## src/rtl/i2c_rtc_pkg.sv

```systemverilog
package i2c_rtc_pkg;
  localparam int BYTE_W = 8;

  typedef enum logic [2:0] {
    ST_IDLE,
    ST_DEV,
    ST_DEV_ACK,
    ST_RX,
    ST_RX_ACK,
    ST_TX,
    ST_TX_ACK,
    ST_HOLD
  } bus_state_e;
endpackage

```

## src/rtl/i2c_rtc_sync.sv

```systemverilog
module i2c_rtc_sync #(
  parameter int STAGES = 2
) (
  input  logic clk_i,
  input  logic rst_ni,
  input  logic d_i,
  output logic cur_o,
  output logic prev_o
);
  // STAGES flops for metastability, one more for edge history
  logic [STAGES:0] pipe_q;

  always_ff @(posedge clk_i or negedge rst_ni) begin
    if (!rst_ni) pipe_q <= '1;
    else         pipe_q <= {pipe_q[STAGES-1:0], d_i};
  end

  assign cur_o  = pipe_q[STAGES-1];
  assign prev_o = pipe_q[STAGES];
endmodule

```

## src/rtl/i2c_rtc_cond.sv

```systemverilog
module i2c_rtc_cond (
  input  logic en_i,
  input  logic scl_cur_i,
  input  logic scl_prev_i,
  input  logic sda_cur_i,
  input  logic sda_prev_i,
  output logic scl_rise_o,
  output logic scl_fall_o,
  output logic start_o,
  output logic stop_o
);
  logic scl_hold;

  assign scl_hold   = scl_cur_i & scl_prev_i;
  assign scl_rise_o = en_i & scl_cur_i & ~scl_prev_i;
  assign scl_fall_o = en_i & ~scl_cur_i & scl_prev_i;
  assign start_o    = en_i & scl_hold & sda_prev_i & ~sda_cur_i;
  assign stop_o     = en_i & scl_hold & ~sda_prev_i & sda_cur_i;
endmodule

```

## src/rtl/i2c_rtc_link.sv

```systemverilog
module i2c_rtc_link
  import i2c_rtc_pkg::*;
#(
  parameter logic [6:0] DEV_ADDR = 7'h68,
  parameter int         AW       = 6
) (
  input  logic              clk_i,
  input  logic              rst_ni,
  input  logic              en_i,
  input  logic              sda_i,
  input  logic              scl_rise_i,
  input  logic              scl_fall_i,
  input  logic              start_i,
  input  logic              stop_i,
  input  logic [BYTE_W-1:0] rd_data_i,
  output logic [AW-1:0]     ptr_o,
  output logic              wr_en_o,
  output logic [AW-1:0]     wr_addr_o,
  output logic [BYTE_W-1:0] wr_data_o,
  output logic              sda_oe_o
);
  bus_state_e        state_q;
  logic [2:0]        bit_q;
  logic [BYTE_W-1:0] sr_q;
  logic [BYTE_W-1:0] tx_q;
  logic              byte_done_q;
  logic              rw_q;
  logic              first_q;
  logic              ack_q;
  logic              oe_q;
  logic [AW-1:0]     ptr_q;
  logic              rx_phase;

  assign rx_phase  = (state_q == ST_DEV) || (state_q == ST_RX);
  assign wr_en_o   = (state_q == ST_RX) && scl_fall_i && byte_done_q && !first_q;
  assign wr_addr_o = ptr_q;
  assign wr_data_o = sr_q;
  assign ptr_o     = ptr_q;
  assign sda_oe_o  = oe_q;

  always_ff @(posedge clk_i or negedge rst_ni) begin
    if (!rst_ni) begin
      state_q     <= ST_IDLE;
      bit_q       <= '0;
      sr_q        <= '0;
      tx_q        <= '0;
      byte_done_q <= 1'b0;
      rw_q        <= 1'b0;
      first_q     <= 1'b0;
      ack_q       <= 1'b0;
      oe_q        <= 1'b0;
      ptr_q       <= '0;
    end else if (!en_i) begin
      // power lockout
      state_q     <= ST_IDLE;
      bit_q       <= '0;
      byte_done_q <= 1'b0;
      oe_q        <= 1'b0;
      ptr_q       <= '0;
    end else if (start_i) begin
      state_q     <= ST_DEV;
      bit_q       <= '0;
      byte_done_q <= 1'b0;
      oe_q        <= 1'b0;
    end else if (stop_i) begin
      state_q     <= ST_IDLE;
      byte_done_q <= 1'b0;
      oe_q        <= 1'b0;
    end else begin
      if (rx_phase && scl_rise_i) begin
        sr_q  <= {sr_q[BYTE_W-2:0], sda_i};
        bit_q <= bit_q + 3'd1;
        if (bit_q == 3'd7) byte_done_q <= 1'b1;
      end
      unique case (state_q)
        ST_DEV: begin
          if (scl_fall_i && byte_done_q) begin
            byte_done_q <= 1'b0;
            if (sr_q[7:1] == DEV_ADDR) begin
              rw_q    <= sr_q[0];
              oe_q    <= 1'b1;
              state_q <= ST_DEV_ACK;
            end else begin
              state_q <= ST_HOLD;
            end
          end
        end
        ST_RX: begin
          if (scl_fall_i && byte_done_q) begin
            byte_done_q <= 1'b0;
            if (first_q) begin
              ptr_q   <= sr_q[AW-1:0];
              first_q <= 1'b0;
            end else begin
              ptr_q <= ptr_q + 1'b1;
            end
            oe_q    <= 1'b1;
            state_q <= ST_RX_ACK;
          end
        end
        ST_DEV_ACK: begin
          if (scl_fall_i) begin
            bit_q <= '0;
            if (rw_q) begin
              tx_q    <= rd_data_i;
              oe_q    <= ~rd_data_i[BYTE_W-1];
              ptr_q   <= ptr_q + 1'b1;
              state_q <= ST_TX;
            end else begin
              oe_q    <= 1'b0;
              first_q <= 1'b1;
              state_q <= ST_RX;
            end
          end
        end
        ST_RX_ACK: begin
          if (scl_fall_i) begin
            oe_q    <= 1'b0;
            bit_q   <= '0;
            state_q <= ST_RX;
          end
        end
        ST_TX: begin
          if (scl_fall_i) begin
            if (bit_q == 3'd7) begin
              oe_q    <= 1'b0;
              state_q <= ST_TX_ACK;
            end else begin
              bit_q <= bit_q + 3'd1;
              tx_q  <= {tx_q[BYTE_W-2:0], 1'b0};
              oe_q  <= ~tx_q[BYTE_W-2];
            end
          end
        end
        ST_TX_ACK: begin
          if (scl_rise_i) ack_q <= ~sda_i;
          if (scl_fall_i) begin
            bit_q <= '0;
            if (ack_q) begin
              tx_q    <= rd_data_i;
              oe_q    <= ~rd_data_i[BYTE_W-1];
              ptr_q   <= ptr_q + 1'b1;
              state_q <= ST_TX;
            end else begin
              state_q <= ST_HOLD;
            end
          end
        end
        default: ;
      endcase
    end
  end
endmodule

```

## src/rtl/i2c_rtc_cells.sv

```systemverilog
module i2c_rtc_cells
  import i2c_rtc_pkg::*;
#(
  parameter int DEPTH    = 64,
  parameter int CLK_REGS = 8,
  localparam int AW      = $clog2(DEPTH),
  localparam int TKW     = $clog2(CLK_REGS)
) (
  input  logic              clk_i,
  input  logic              rst_ni,
  input  logic              bus_we_i,
  input  logic [AW-1:0]     bus_addr_i,
  input  logic [BYTE_W-1:0] bus_data_i,
  input  logic              tk_we_i,
  input  logic [TKW-1:0]    tk_addr_i,
  input  logic [BYTE_W-1:0] tk_data_i,
  input  logic [AW-1:0]     rd_addr_i,
  output logic [BYTE_W-1:0] rd_data_o
);
  logic [BYTE_W-1:0] cells [DEPTH];

  for (genvar i = 0; i < DEPTH; i++) begin : g_cell
    logic [BYTE_W-1:0] cell_q;
    logic              bus_hit;
    logic              tk_hit;

    assign bus_hit = bus_we_i && (bus_addr_i == AW'(i));
    if (i < CLK_REGS) begin : g_clk
      assign tk_hit = tk_we_i && (tk_addr_i == TKW'(i));
    end else begin : g_ram
      assign tk_hit = 1'b0;
    end

    // bus write wins over side port
    always_ff @(posedge clk_i or negedge rst_ni) begin
      if (!rst_ni)      cell_q <= '0;
      else if (bus_hit) cell_q <= bus_data_i;
      else if (tk_hit)  cell_q <= tk_data_i;
    end

    assign cells[i] = cell_q;
  end

  assign rd_data_o = cells[rd_addr_i];
endmodule

```

## src/rtl/i2c_rtc_regfile.sv

```systemverilog
module i2c_rtc_regfile
  import i2c_rtc_pkg::*;
#(
  parameter logic [6:0] DEV_ADDR    = 7'h68,
  parameter int         DEPTH       = 64,
  parameter int         CLK_REGS    = 8,
  parameter int         SYNC_STAGES = 2,
  localparam int        AW          = $clog2(DEPTH),
  localparam int        TKW         = $clog2(CLK_REGS)
) (
  input  logic              clk_i,
  input  logic              rst_ni,
  input  logic              pwr_ok_i,
  input  logic              scl_i,
  input  logic              sda_i,
  output logic              sda_oe_o,
  input  logic              tk_we_i,
  input  logic [TKW-1:0]    tk_addr_i,
  input  logic [BYTE_W-1:0] tk_data_i
);
  logic              scl_cur, scl_prev, sda_cur, sda_prev;
  logic              scl_rise_w, scl_fall_w, start_w, stop_w;
  logic              bus_we_w;
  logic [AW-1:0]     bus_addr_w;
  logic [BYTE_W-1:0] bus_data_w;
  logic [AW-1:0]     ptr_w;
  logic [BYTE_W-1:0] rd_data_w;

  i2c_rtc_sync #(.STAGES(SYNC_STAGES)) u_scl_sync (
    .clk_i (clk_i),
    .rst_ni(rst_ni),
    .d_i   (scl_i),
    .cur_o (scl_cur),
    .prev_o(scl_prev)
  );

  i2c_rtc_sync #(.STAGES(SYNC_STAGES)) u_sda_sync (
    .clk_i (clk_i),
    .rst_ni(rst_ni),
    .d_i   (sda_i),
    .cur_o (sda_cur),
    .prev_o(sda_prev)
  );

  i2c_rtc_cond u_cond (
    .en_i      (pwr_ok_i),
    .scl_cur_i (scl_cur),
    .scl_prev_i(scl_prev),
    .sda_cur_i (sda_cur),
    .sda_prev_i(sda_prev),
    .scl_rise_o(scl_rise_w),
    .scl_fall_o(scl_fall_w),
    .start_o   (start_w),
    .stop_o    (stop_w)
  );

  i2c_rtc_link #(.DEV_ADDR(DEV_ADDR), .AW(AW)) u_link (
    .clk_i     (clk_i),
    .rst_ni    (rst_ni),
    .en_i      (pwr_ok_i),
    .sda_i     (sda_cur),
    .scl_rise_i(scl_rise_w),
    .scl_fall_i(scl_fall_w),
    .start_i   (start_w),
    .stop_i    (stop_w),
    .rd_data_i (rd_data_w),
    .ptr_o     (ptr_w),
    .wr_en_o   (bus_we_w),
    .wr_addr_o (bus_addr_w),
    .wr_data_o (bus_data_w),
    .sda_oe_o  (sda_oe_o)
  );

  i2c_rtc_cells #(.DEPTH(DEPTH), .CLK_REGS(CLK_REGS)) u_cells (
    .clk_i     (clk_i),
    .rst_ni    (rst_ni),
    .bus_we_i  (bus_we_w),
    .bus_addr_i(bus_addr_w),
    .bus_data_i(bus_data_w),
    .tk_we_i   (tk_we_i),
    .tk_addr_i (tk_addr_i),
    .tk_data_i (tk_data_i),
    .rd_addr_i (ptr_w),
    .rd_data_o (rd_data_w)
  );
endmodule

```

## config.mk

```make
export PLATFORM = sky130hd
export DESIGN_NAME = i2c_rtc_regfile
export DESIGN_NICKNAME = d
export VERILOG_FILES = /design/src/rtl/i2c_rtc_pkg.sv /design/src/rtl/i2c_rtc_sync.sv /design/src/rtl/i2c_rtc_cond.sv /design/src/rtl/i2c_rtc_link.sv /design/src/rtl/i2c_rtc_cells.sv /design/src/rtl/i2c_rtc_regfile.sv
export SDC_FILE = /design/constraint.sdc
export NUM_CORES = 1
export LEC_CHECK = 0
export BUFFER_PORTS_ARGS = -buffer_cell sky130_fd_sc_hd__buf_2
export CAP_MARGIN = 20
export CORE_MARGIN = 2
export CORE_UTILIZATION = 40
export DETAILED_ROUTE_END_ITERATION = 6
export GPL_ROUTABILITY_DRIVEN = 1
export SLEW_MARGIN = 25
export SYNTH_ARGS = -nofsm -noshare
export SYNTH_HDL_FRONTEND = slang
export SYNTH_SLANG_ARGS = --single-unit
```

## constraint.sdc

```tcl
create_clock -name clk_i -period 3 [get_ports clk_i]
set_input_delay 0.3 -clock clk_i [delete_from_list [all_inputs] [get_ports clk_i]]
set_output_delay 0.3 -clock clk_i [all_outputs]
set_load 0.02 [all_outputs]
```

==> impl_metrics.json <==
{
  "min_period_ps": 2840,
  "syn_area_sq_um": 25900,
  "grt_overflow": 0,
  "power_mw": 16.7,
  "power.leakage_nw": 13.5,
  "synth_edf_count": 0,
  "crit_required_ps": 3490,
  "dp.cells": 2612,
  "cts-root-buf": "clkbuf_16",
  "clock_skew_ps": 30.4,
  "initial_utilization_pct": 40.3,
  "antenna_found_initial": 0,
  "n_antenna_cell": 0,
  "fin_area_sq_um": 29100,
  "cp.arrival_ps": 3330,
  "tightest_slew_ps": 842,
  "die_w_microns": 258,
  "final-setup-viol-count": 0,
  "power.density_nw_per_um2": 574,
  "clkTransAtPathRegs_ps": 60,
  "report.final.slew_viol_count": 0,
  "vias": 15536,
  "final.setup.worst_slack_ps": 155,
  "syn_inst": 1815,
  "hold-worst-slack_ps": 53.7,
  "crit_type": "reg2reg",
  "synth_cell_types": 52,
  "reg2reg_slack_ps": 160,
  "drt_pass1_iterations": 6,
  "rsz0062_at_grt": "false",
  "cts_buffer_depth": 3,
  "synth_fa_ha_area_share_pct": 0.290,
  "layout.cells.non_filler": 2722,
  "numCtsBuffers": 57,
  "synth-compound-area-share_pct": 3.87,
  "drtIter0Drc": 1402,
  "gp_congestion": 0.900,
  "slowest_delay_ps": 620,
  "drive_gt1_share_pct": 43.2,
  "r2r-start": "u_link.ptr_o[0]",
  "die_y_microns": 258,
  "synthTopCellsByCount": "dfrtp_1, mux2_2, mux4_2",
  "core_sq_um": 64200,
  "critPathCaptureType": "register",
  "clk_latency_ps": 630,
  "postSynthNetCount": 1838,
  "numClockSinks": 550,
  "ys_async_sr_fraction_pct": 100,
  "detail_route.wl_per_cell_microns": 23.3,
  "ir_worst_vdd_mv": 0.482,
  "grt_max_degree": 120,
  "ant_nets": 0,
  "hp-class": "in2reg",
  "rows": 93,
  "synth_top_family_by_area": "multiplexers",
  "final_util_pct": 45.2,
  "cp_cell_sequence": "inv_1, ha_1, nand4_1, nor2_1, nand2_1, mux2_2",
  "syn_to_final_growth_pct": 12.4,
  "post_synth.cell_area_avg_sq_um": 14.2,
  "worst_path_max_delay_cell": "dfrtp_4",
  "holdPathStages": 3,
  "ys.warnings.count": 0,
  "drc": 0,
  "dp_hpwl_microns": 40600,
  "yosys.area.top_type": "dfrtp_1",
  "timing.fmax_ghz": 0.352,
  "synthSimpleGateAreaFrac_pct": 4.44,
  "ys_ff_latch": 550,
  "ys.flop_type": "dfrtp_1",
  "crit_path_start_kind": "register",
  "die-area_sq_um": 66700,
  "synth.most_common_cell": "dfrtp_1",
  "avgViaCountPerCell": 5.71,
  "pin_count": 18,
  "grt_pass1_vias": 15871,
  "hold_start": "pwr_ok_i",
  "timing.slew.headroom_pct": 43.9,
  "synth-xor-area-share_pct": 0.0339,
  "yosysSeqAreaShare_pct": 53.3,
  "tns_ps": 0,
  "period_share_pct": 94.8,
  "grt_usage_pct": 19.2,
  "cap_viol_max_count": 0,
  "h-tree-depth": 2,
  "hold_violations": 0,
  "ys_top_cells_by_area": "dfrtp_1, mux2_2, mux4_2, mux2i_1, nor2_1",
  "timing.rr.end": "u_cells.g_cell[22].cell_q[7]",
  "synth_top_area_share_pct": 52.7,
  "status": "finished clean",
  "port_buffers": 17,
  "r2r.worst_path.cells": 6,
  "layout.nets": 1842,
  "place_area_sq_um": 27100,
  "post_synth_mux_area_share_pct": 35.7,
  "tritoncts": "built",
  "dp_slack_ps": -56.6,
  "whs_endpoint": "u_link.ptr_o[1]",
  "grt_pass1_wl_microns": 99600,
  "critPathMaxFanout": 13,
  "wirelength_microns": 63300
}
==> registers in the layout, indices dropped and copies added (netlist names), 3 cells and up <==
register and count:
u_cells.g_cell.cell_q 512, u_link.bit_q 3, u_link.ptr_o 6, u_link.state_q 3
u_link.tx_q 7, u_link.wr_data_o 8, u_scl_sync.pipe_q 3, u_sda_sync.pipe_q 3
==> cell families (layout without fill, tap and decap cells) <==
kind of cell               after synthesis  in the layout
xor gates and xnor gates                 1              1
buffers and inverters                  152            204
adders and majority gates                6              6
muxes                                  689            689
DFF                                    550            550
AOI/OAI and AO/OA                      164            164
and+or+nand+nor                        253            253
==> worst max-delay path by stage <==
stage | from | endpoint | slack (ps) | depth (start not counted)
6_report | u_link.ptr_o[0] | u_cells.g_cell[22].cell_q[7] | 160 | 6
5_1_grt | u_link.state_q[0] | u_cells.g_cell[1].cell_q[4] | 4 | 6
4_1_cts | u_link.ptr_o[0] | u_cells.g_cell[7].cell_q[2] | 30 | 7
3_5_place_dp | u_link.ptr_o[0] | u_cells.g_cell[3].cell_q[3] | -60 | 7
3_3_place_gp | u_link.ptr_o[0] | u_cells.g_cell[7].cell_q[2] | -10 | 7
2_1_floorplan | u_link.ptr_o[1] | u_cells.g_cell[1].cell_q[5] | 380 | 13
==> routing by layer <==
metal  global-route usage (%)  wire length [microns]  up-vias
met4                     5.46                   1340        0
met1                     28.3                  29500     8326
met2                     30.2                  29800      365
li1                         -                      -     6751
met3                     2.37                   2740       94
met5                        0                      0        -
==> cell type report <==
type | instances | area, sq um
clock inverters | 17 | 170
fillers | 5713 | 35200
clock buffers | 90 | 1740
repair buffers | 89 | 768
flip-flops and latches | 550 | 13800
multi-input cells | 1113 | 11500
inverters | 8 | 30.0
well taps | 855 | 1070
==> critical path: cells and delay by family, from the launching register on <==
family,cells,cell delay (ps)
simple gates,3,1260
buf+inv,1,160
mux,1,400
flops,1,620
fa+ha+maj,1,280
==> placed cells by master (no fill, tap or decap), types with 3 or more instances in the layout <==
cell type and instances:
buf_4 59, nand2_1 76, o22ai_1 8, buf_2 16, clkbuf_1 15, mux2i_1 89, clkbuf_8 17, inv_1 8
o21a_1 3, a21oi_1 63, a22o_1 3, mux2_2 459, o21ai_0 37, nor2b_1 10, a221oi_1 8, nand3_1 16
clkinv_2 11, and2_1 4, nand4b_1 4, a211oi_1 7, nor3_1 14, ha_1 6, nor3b_1 8, clkbuf_16 58
nand4_1 4, a22oi_1 15, dfrtp_2 8, dfrtp_4 3, mux4_2 141, dfstp_2 6, dfrtp_1 533, dlygate4sd3_1 3
buf_12 10, nand2b_1 6, o31ai_1 4, nor2_1 92
==> timing repair <==
action	CTS	global route
buffers inserted	0	0
resized for setup	1	4
hold buffers	3	0
setup endpoints to repair	16	59
endpoints found under the hold margin	76	0
==> power by group <==
group	switching, mW	internal (mW)	total (mW)	leakage, nW
logic	1.02	0.536	1.56	5.02
registers	0.295	7.72	8.01	7.49
clock network	2.96	4.15	7.11	0.946
total	4.28	12.4	16.7	13.5
No activity file was read; power rests on OpenSTA's default activity.
